[config.mk]
export PLATFORM = sky130hd
export DESIGN_NAME = tm_trigger_matcher
export DESIGN_NICKNAME = d
export VERILOG_FILES = /design/src/rtl/tm_pkg.sv /design/src/rtl/tm_sync_fifo.sv /design/src/rtl/tm_hit_ring.sv /design/src/rtl/tm_trigger_matcher.sv
export SDC_FILE = /design/constraint.sdc
export NUM_CORES = 2
export LEC_CHECK = 0
export BUFFER_PORTS_ARGS = -buffer_cell sky130_fd_sc_hd__buf_2
export CORE_MARGIN = 3
export CORE_UTILIZATION = 42
export CTS_BUF_LIST = sky130_fd_sc_hd__clkbuf_16
export CTS_CLUSTER_SIZE = 14
export DETAILED_ROUTE_END_ITERATION = 8
export PLACE_DENSITY_LB_ADDON = 0.05
export SETUP_SLACK_MARGIN = 0.5
export SLEW_MARGIN = 30
export SYNTH_ARGS = -nofsm -noshare
export SYNTH_HDL_FRONTEND = slang
export SYNTH_SLANG_ARGS = --single-unit
export TNS_END_PERCENT = 20
[constraint.sdc]
create_clock -name clk -period 15.5 [get_ports clk]
set_input_delay 0 -clock clk [delete_from_list [all_inputs] [get_ports clk]]
set_output_delay 0 -clock clk [all_outputs]
set_load 0.02 [all_outputs]
[src/rtl/tm_pkg.sv]
package tm_pkg;

   typedef enum logic [1:0] {
      WK_NONE = 2'd0,
      WK_HEAD = 2'd1,
      WK_HIT  = 2'd2,
      WK_TAIL = 2'd3
   } word_kind_e;

   typedef enum logic [1:0] {
      ST_IDLE = 2'd0,
      ST_HEAD = 2'd1,
      ST_SCAN = 2'd2,
      ST_TAIL = 2'd3
   } match_state_e;

   function automatic bit is_pow2(int v);
      return (v > 0) && ((v & (v - 1)) == 0);
   endfunction

endpackage

[src/rtl/tm_sync_fifo.sv]
module tm_sync_fifo #(
   parameter int W     = 8,
   parameter int DEPTH = 4
) (
   input  logic         clk,
   input  logic         rst_n,
   input  logic         push,
   input  logic [W-1:0] din,
   input  logic         pop,
   output logic         full,
   output logic         empty,
   output logic [W-1:0] dout
);

   generate
      if (DEPTH == 1) begin : g_reg
         logic [W-1:0] q;
         logic         v;
         always_ff @(posedge clk or negedge rst_n) begin
            if (!rst_n)   v <= 1'b0;
            else if (v)   begin if (pop) v <= 1'b0; end
            else if (push) v <= 1'b1;
         end
         always_ff @(posedge clk) begin
            if (!v && push) q <= din;
         end
         assign full  = v;
         assign empty = !v;
         assign dout  = q;
      end else begin : g_ring
         localparam int AW = $clog2(DEPTH);
         logic [W-1:0] mem [DEPTH];
         logic [AW:0]  wp, rp;
         logic         full_i, empty_i;
         assign full_i  = (wp[AW] != rp[AW]) && (wp[AW-1:0] == rp[AW-1:0]);
         assign empty_i = (wp == rp);
         always_ff @(posedge clk or negedge rst_n) begin
            if (!rst_n) begin
               wp <= '0;
               rp <= '0;
            end else begin
               if (push && !full_i) wp <= wp + 1'b1;
               if (pop && !empty_i) rp <= rp + 1'b1;
            end
         end
         always_ff @(posedge clk) begin
            if (push && !full_i) mem[wp[AW-1:0]] <= din;
         end
         assign full  = full_i;
         assign empty = empty_i;
         assign dout  = mem[rp[AW-1:0]];
      end
   endgenerate

endmodule

[src/rtl/tm_hit_ring.sv]
module tm_hit_ring #(
   parameter int TAG_W = 11,
   parameter int CH_W  = 6,
   parameter int DEPTH = 64,
   localparam int HIT_W = CH_W + TAG_W,
   localparam int AW    = $clog2(DEPTH)
) (
   input  logic             clk,
   input  logic             rst_n,
   input  logic             wr_en,
   input  logic [HIT_W-1:0] wr_hit,
   input  logic             drop,
   input  logic [AW:0]      rd_ptr,
   output logic [HIT_W-1:0] rd_hit,
   output logic [TAG_W-1:0] head_tag,
   output logic [AW:0]      head_ptr,
   output logic [AW:0]      tail_ptr,
   output logic             full,
   output logic             empty
);

   logic [HIT_W-1:0] mem [DEPTH];
   logic [AW:0]      wp, rp;
   logic [HIT_W-1:0] head_hit;

   assign full     = (wp[AW] != rp[AW]) && (wp[AW-1:0] == rp[AW-1:0]);
   assign empty    = (wp == rp);
   assign head_ptr = rp;
   assign tail_ptr = wp;
   assign rd_hit   = mem[rd_ptr[AW-1:0]];
   assign head_hit = mem[rp[AW-1:0]];
   assign head_tag = head_hit[TAG_W-1:0];

   always_ff @(posedge clk or negedge rst_n) begin
      if (!rst_n) begin
         wp <= '0;
         rp <= '0;
      end else begin
         if (wr_en && !full) wp <= wp + 1'b1;
         if (drop && !empty) rp <= rp + 1'b1;
      end
   end

   always_ff @(posedge clk) begin
      if (wr_en && !full) mem[wp[AW-1:0]] <= wr_hit;
   end

   logic unused_head;
   assign unused_head = ^head_hit[HIT_W-1:TAG_W];

endmodule

[src/rtl/tm_trigger_matcher.sv]
module tm_trigger_matcher
   import tm_pkg::*;
#(
   parameter int TAG_W      = 11,
   parameter int CH_W       = 6,
   parameter int BUF_DEPTH  = 64,
   parameter int TRIG_DEPTH = 4,
   parameter int OUT_DEPTH  = 16,
   localparam int HIT_W  = CH_W + TAG_W,
   localparam int WORD_W = 2 + HIT_W
) (
   input  logic              clk,
   input  logic              rst_n,
   input  logic [TAG_W-1:0]  coarse_now,
   input  logic              hit_valid,
   input  logic [TAG_W-1:0]  hit_tag,
   input  logic [CH_W-1:0]   hit_chan,
   input  logic              trig_valid,
   input  logic [TAG_W-1:0]  trig_tag,
   input  logic [TAG_W-1:0]  latency,
   input  logic [TAG_W-1:0]  win_width,
   input  logic              out_ready,
   output logic              out_valid,
   output logic [WORD_W-1:0] out_data
);

   localparam int PW = $clog2(BUF_DEPTH) + 1;

   generate
      if (!is_pow2(BUF_DEPTH) || BUF_DEPTH < 2) begin : g_bad_buf
         $error("BUF_DEPTH must be a power of two of at least 2");
      end
      if (!is_pow2(TRIG_DEPTH)) begin : g_bad_trig
         $error("TRIG_DEPTH must be a power of two");
      end
      if (!is_pow2(OUT_DEPTH)) begin : g_bad_out
         $error("OUT_DEPTH must be a power of two");
      end
      if (CH_W < 2 || TAG_W < 4) begin : g_bad_width
         $error("CH_W must be at least 2 and TAG_W at least 4");
      end
   endgenerate

   match_state_e     state;
   logic [TAG_W-1:0] evt_tag;
   logic [PW-1:0]    scan_ptr;
   logic [TAG_W-1:0] hit_cnt;
   logic             lost;

   // latency buffer
   logic [HIT_W-1:0] scan_hit;
   logic [TAG_W-1:0] head_tag;
   logic [PW-1:0]    head_ptr, tail_ptr;
   logic             ring_full, ring_empty, ring_drop;

   // trigger queue
   logic             trig_full, trig_empty;
   logic [TAG_W-1:0] trig_head;

   // output queue
   logic              out_full, out_empty, out_push;
   logic [WORD_W-1:0] out_word;

   tm_hit_ring #(.TAG_W(TAG_W), .CH_W(CH_W), .DEPTH(BUF_DEPTH)) u_ring (
      .clk      (clk),
      .rst_n    (rst_n),
      .wr_en    (hit_valid),
      .wr_hit   ({hit_chan, hit_tag}),
      .drop     (ring_drop),
      .rd_ptr   (scan_ptr),
      .rd_hit   (scan_hit),
      .head_tag (head_tag),
      .head_ptr (head_ptr),
      .tail_ptr (tail_ptr),
      .full     (ring_full),
      .empty    (ring_empty)
   );

   tm_sync_fifo #(.W(TAG_W), .DEPTH(TRIG_DEPTH)) u_trig_q (
      .clk   (clk),
      .rst_n (rst_n),
      .push  (trig_valid && !trig_full),
      .din   (trig_tag),
      .pop   ((state == ST_IDLE) && !trig_empty),
      .full  (trig_full),
      .empty (trig_empty),
      .dout  (trig_head)
   );

   tm_sync_fifo #(.W(WORD_W), .DEPTH(OUT_DEPTH)) u_out_q (
      .clk   (clk),
      .rst_n (rst_n),
      .push  (out_push),
      .din   (out_word),
      .pop   (out_ready && !out_empty),
      .full  (out_full),
      .empty (out_empty),
      .dout  (out_data)
   );

   assign out_valid = !out_empty;

   // stale-hit removal, only while nothing is waiting to be matched
   logic [TAG_W-1:0] head_age;
   logic [TAG_W:0]   keep_span;
   assign head_age  = coarse_now - head_tag;
   assign keep_span = {1'b0, latency} + {1'b0, win_width};
   assign ring_drop = (state == ST_IDLE) && trig_empty && !ring_empty &&
                      ({1'b0, head_age} > keep_span);

   // window compare, modulo the coarse range
   logic [TAG_W-1:0] win_base, scan_off;
   logic             in_win, scan_done;
   assign win_base  = evt_tag - latency;
   assign scan_off  = scan_hit[TAG_W-1:0] - win_base;
   assign in_win    = (scan_off <= win_width);
   assign scan_done = (scan_ptr == tail_ptr);

   always_comb begin
      out_push = 1'b0;
      out_word = '0;
      unique case (state)
         ST_HEAD: begin
            out_push = !out_full;
            out_word = {2'(WK_HEAD), {CH_W{1'b0}}, evt_tag};
         end
         ST_SCAN: begin
            out_push = !scan_done && in_win && !out_full;
            out_word = {2'(WK_HIT), scan_hit};
         end
         ST_TAIL: begin
            out_push = !out_full;
            out_word = {2'(WK_TAIL), lost, {(CH_W-1){1'b0}}, hit_cnt};
         end
         default: ;
      endcase
   end

   always_ff @(posedge clk or negedge rst_n) begin
      if (!rst_n) begin
         state    <= ST_IDLE;
         evt_tag  <= '0;
         scan_ptr <= '0;
         hit_cnt  <= '0;
         lost     <= 1'b0;
      end else begin
         unique case (state)
            ST_IDLE: if (!trig_empty) begin
               evt_tag <= trig_head;
               state   <= ST_HEAD;
            end
            ST_HEAD: if (!out_full) begin
               scan_ptr <= head_ptr;
               hit_cnt  <= '0;
               lost     <= 1'b0;
               state    <= ST_SCAN;
            end
            ST_SCAN: if (scan_done) begin
               state <= ST_TAIL;
            end else begin
               scan_ptr <= scan_ptr + 1'b1;
               if (in_win) begin
                  if (out_full) lost    <= 1'b1;
                  else          hit_cnt <= hit_cnt + 1'b1;
               end
            end
            ST_TAIL: if (!out_full) state <= ST_IDLE;
            default: state <= ST_IDLE;
         endcase
      end
   end

endmodule

==> flow_metrics.env <==
export IMPL_min_period_ps=8800
export IMPL_dieArea_um2=162000
export IMPL_holdBufCountCts=47
export IMPL_hold_class="in -> reg"
export IMPL_power_total_mw=15.3
export IMPL_numPortBuffers=85
export IMPL_htree_num_levels=4
export IMPL_clock_sinks=1498
export IMPL_place_hpwl_mm=121
export IMPL_stdcell_area_um2=75700
export IMPL_dieHeight_um=402
export IMPL_clock_skew_ps=35.4
export IMPL_synth_area_um2=65800
export IMPL_period_share_pct=56.8
export IMPL_drv_slew=0
export IMPL_worstPathArrival_ps=9210
export IMPL_firstDrtPassIters=6
export IMPL_synth_top_cell_area_share_pct=65.5
export IMPL_fin_ws_ps=6700
export IMPL_path_common_cell="buf_4"
export IMPL_ctsResizeCount=0
export IMPL_relSlewSlack_pct=30.5
export IMPL_std_cell_rows=144
export IMPL_core_um2=155000
export IMPL_insertion_delay_ps=800
export IMPL_avgSynthCellArea_um2=20.7
export IMPL_maxCapViolCount=0
export IMPL_grt_pass1_vias=35900
export IMPL_fmax_mhz=114
export IMPL_setup_viol_count_final=0
export IMPL_yosysSeqAreaShare_pct=67.9
export IMPL_numCtsBuffers=166
export IMPL_async_reset_ff_share_pct=4.14
export IMPL_fin_nets=3540
export IMPL_synth_cells=3179
export IMPL_required_ps=15920
export IMPL_critPathLaunchType="register"
export IMPL_placed_cell_area_um2=69400
export IMPL_ir_drop_v=0.000273
export IMPL_wirelength_mm=195
export IMPL_ys_ff_latch=1498
export IMPL_grt_antenna_before_repair=8
export IMPL_drc_errors=0
export IMPL_outcome="finished, final reports clean"
export IMPL_grt_setup_unrepaired="no"
export IMPL_synth_fp_nets=3330
export IMPL_ys_top_cells_by_area="edfxtp_1, mux4_2, dfrtp_1, ha_1, mux2i_1"
export IMPL_p_per_area_nw_per_um2=203
export IMPL_wl_per_cell_um=34.9
export IMPL_clock_root_buffer="clkbuf_16"
export IMPL_instances_no_fill=5577
export IMPL_start_util_pct=42.5
export IMPL_synth_edf_count=1436
export IMPL_cts_path_max_buffers=3
export IMPL_detail_route_antenna_nets=0
export IMPL_cts_setup_buffers=0
export IMPL_slowest_delay_ps=960
export IMPL_crit_fanout=50
export IMPL_viasPerCell=6.19
export IMPL_timing_setup_critical_path_class="reg -> reg"
export IMPL_worst_pin_slew_ps=1040
export IMPL_grt_pass1_wl_mm=277
export IMPL_synth_top_flop_cell="edfxtp_1"
export IMPL_path_clk_slew_ps=60
export IMPL_synth_cell_types=67
export IMPL_end_kind="register"
export IMPL_grt_max_degree=84
export IMPL_cts_tree="yes"
export IMPL_dr_total_vias=34500
export IMPL_io_pins=86
export IMPL_finalHoldViolCount=0
export IMPL_cp_slowest_cell="dfrtp_4"
export IMPL_ys_warn_count=0
export IMPL_final_cell_mix="edfxtp_1, mux4_2, clkbuf_16, inv_1"
export IMPL_path_cells="buf_4 -> buf_4 -> mux4_2 -> mux4_2 -> a221oi_2 -> fa_1 -> inv_1 -> ha_1 -> a21o_1 -> a21oi_1 -> o21bai_1 -> a21oi_1 -> o21ai_0 -> nand4_1 -> nand3_1 -> ha_1 -> or3_1 -> a221oi_2 -> o2111ai_1 -> buf_4 -> nor3_1 -> and2_2"
export IMPL_fp_dieW_um=402
export IMPL_place_congestion=0.861
export IMPL_dp_slack_ps=6250
export IMPL_synth_area_leader_cell="edfxtp_1"
export IMPL_setup_tns_ps=0
export IMPL_track_usage_pct=24.3
export IMPL_overflow=0
export IMPL_placed_cells=5204
export IMPL_layout_drive_gt1_share_pct=33.5
export IMPL_power_leakage_nw=24.2
export IMPL_drtIter0Drc=3906
export IMPL_final_common_cell="edfxtp_1"
export IMPL_area_growth_pct=15.1
-- critical path, delay by kind of cell (launching register included) --
family | cells | cell delay, ps
compound gates | 8 | 2140
fa+ha+maj | 3 | 1010
buf+inv | 4 | 1830
flops | 1 | 960
mux | 2 | 930
simple gates | 5 | 1500
-- final timing paths --
| kind | start | endpoint | slack [ps] | cells after the start |
|---|---|---|---|---|
| max | scan_ptr[1] | u_out_q.g_ring.mem[14][13] | 6700 | 22 |
| min in group asynchronous | rst_n | evt_tag[8] | 290 | 4 |
| max in group asynchronous | rst_n | u_out_q.g_ring.rp[0] | 14810 | 4 |
| min | latency[10] | u_ring.head_ptr[0] | 70 | 7 |
| max reg2reg | scan_ptr[1] | u_out_q.g_ring.mem[14][13] | 6700 | 22 |
| min reg2reg | u_out_q.g_ring.wp[4] | u_out_q.g_ring.wp[4] | 480 | 1 |
-- layer usage --
metal / global-route usage (%) / wire [µm]
met1: 33.4 / 81100
met2: 39.9 / 96000
met3: 4.19 / 12100
met4: 7.40 / 5630
met5: 0 / 23
-- through the flow --
step / util, % / hold WS [ps]
after floorplan: - / -296
after global placement: 44.6 / 215
after detailed placement: 44.8 / 227
after CTS: 48.6 / 27.3
after global routing: 48.9 / 115
final: 48.9 / 73.2
-- flip-flops by register name, indices dropped and copies added (netlist names), 3 cells and up --
| name | flops |
|---|---|
| evt_tag | 11 |
| hit_cnt | 11 |
| scan_ptr | 7 |
| u_out_q.g_ring.mem | 304 |
| u_out_q.g_ring.rp | 5 |
| u_out_q.g_ring.wp | 5 |
| u_ring.head_ptr | 7 |
| u_ring.mem | 1088 |
| u_ring.tail_ptr | 7 |
| u_trig_q.g_ring.mem | 44 |
| u_trig_q.g_ring.rp | 3 |
| u_trig_q.g_ring.wp | 3 |
-- synthesized netlist by cell type, types with 9 or more instances --
library cell	number
edfxtp_1	1436
mux4_2	624
nor2_1	103
clkbuf_1	94
ha_1	73
inv_1	73
dfrtp_1	62
mux2i_1	61
nand2_1	59
buf_2	52
a21oi_1	44
xnor2_1	41
o22ai_1	32
xor2_1	32
o21ai_0	27
buf_1	25
o221ai_1	24
nand3_1	23
and2_1	19
buf_4	19
mux2_2	19
nor2b_1	15
o31ai_1	14
a21o_1	13
a22o_1	13
a22oi_1	13
fa_1	12
nand4_1	12
a211oi_1	10
a221oi_2	10
and3_1	9
nand2b_1	9
-- cells by family after synthesis --
family	Yosys count	share of synthesized area, %
AOI/OAI and AO/OA	249	2.76
muxes	704	22.6
buffers and inverters	271	1.82
and+or+nand+nor	299	2.23
xor gates and xnor gates	73	0.971
adders and majority gates	85	1.75
DFF	1498	67.9
-- where the power goes --
group	switching (mW)	total [mW]	internal [mW]
sequential	0.361	5.36	5.00
clock	1.63	3.96	2.32
combinational	3.46	6.03	2.56
total	5.46	15.3	9.88
-- final cells by class --
class	count	area [µm²]
Antenna cell	3	7.51
Clock buffer	168	4200
Clock inverter	141	1280
Fill cell	12600	79200
Inverter	75	284
Multi-Input combinational cell	1410	20500
Sequential cell	1498	44700
Tap cell	2044	2560
Timing Repair Buffer	238	2170
No activity file was read; power rests on OpenSTA's default activity.
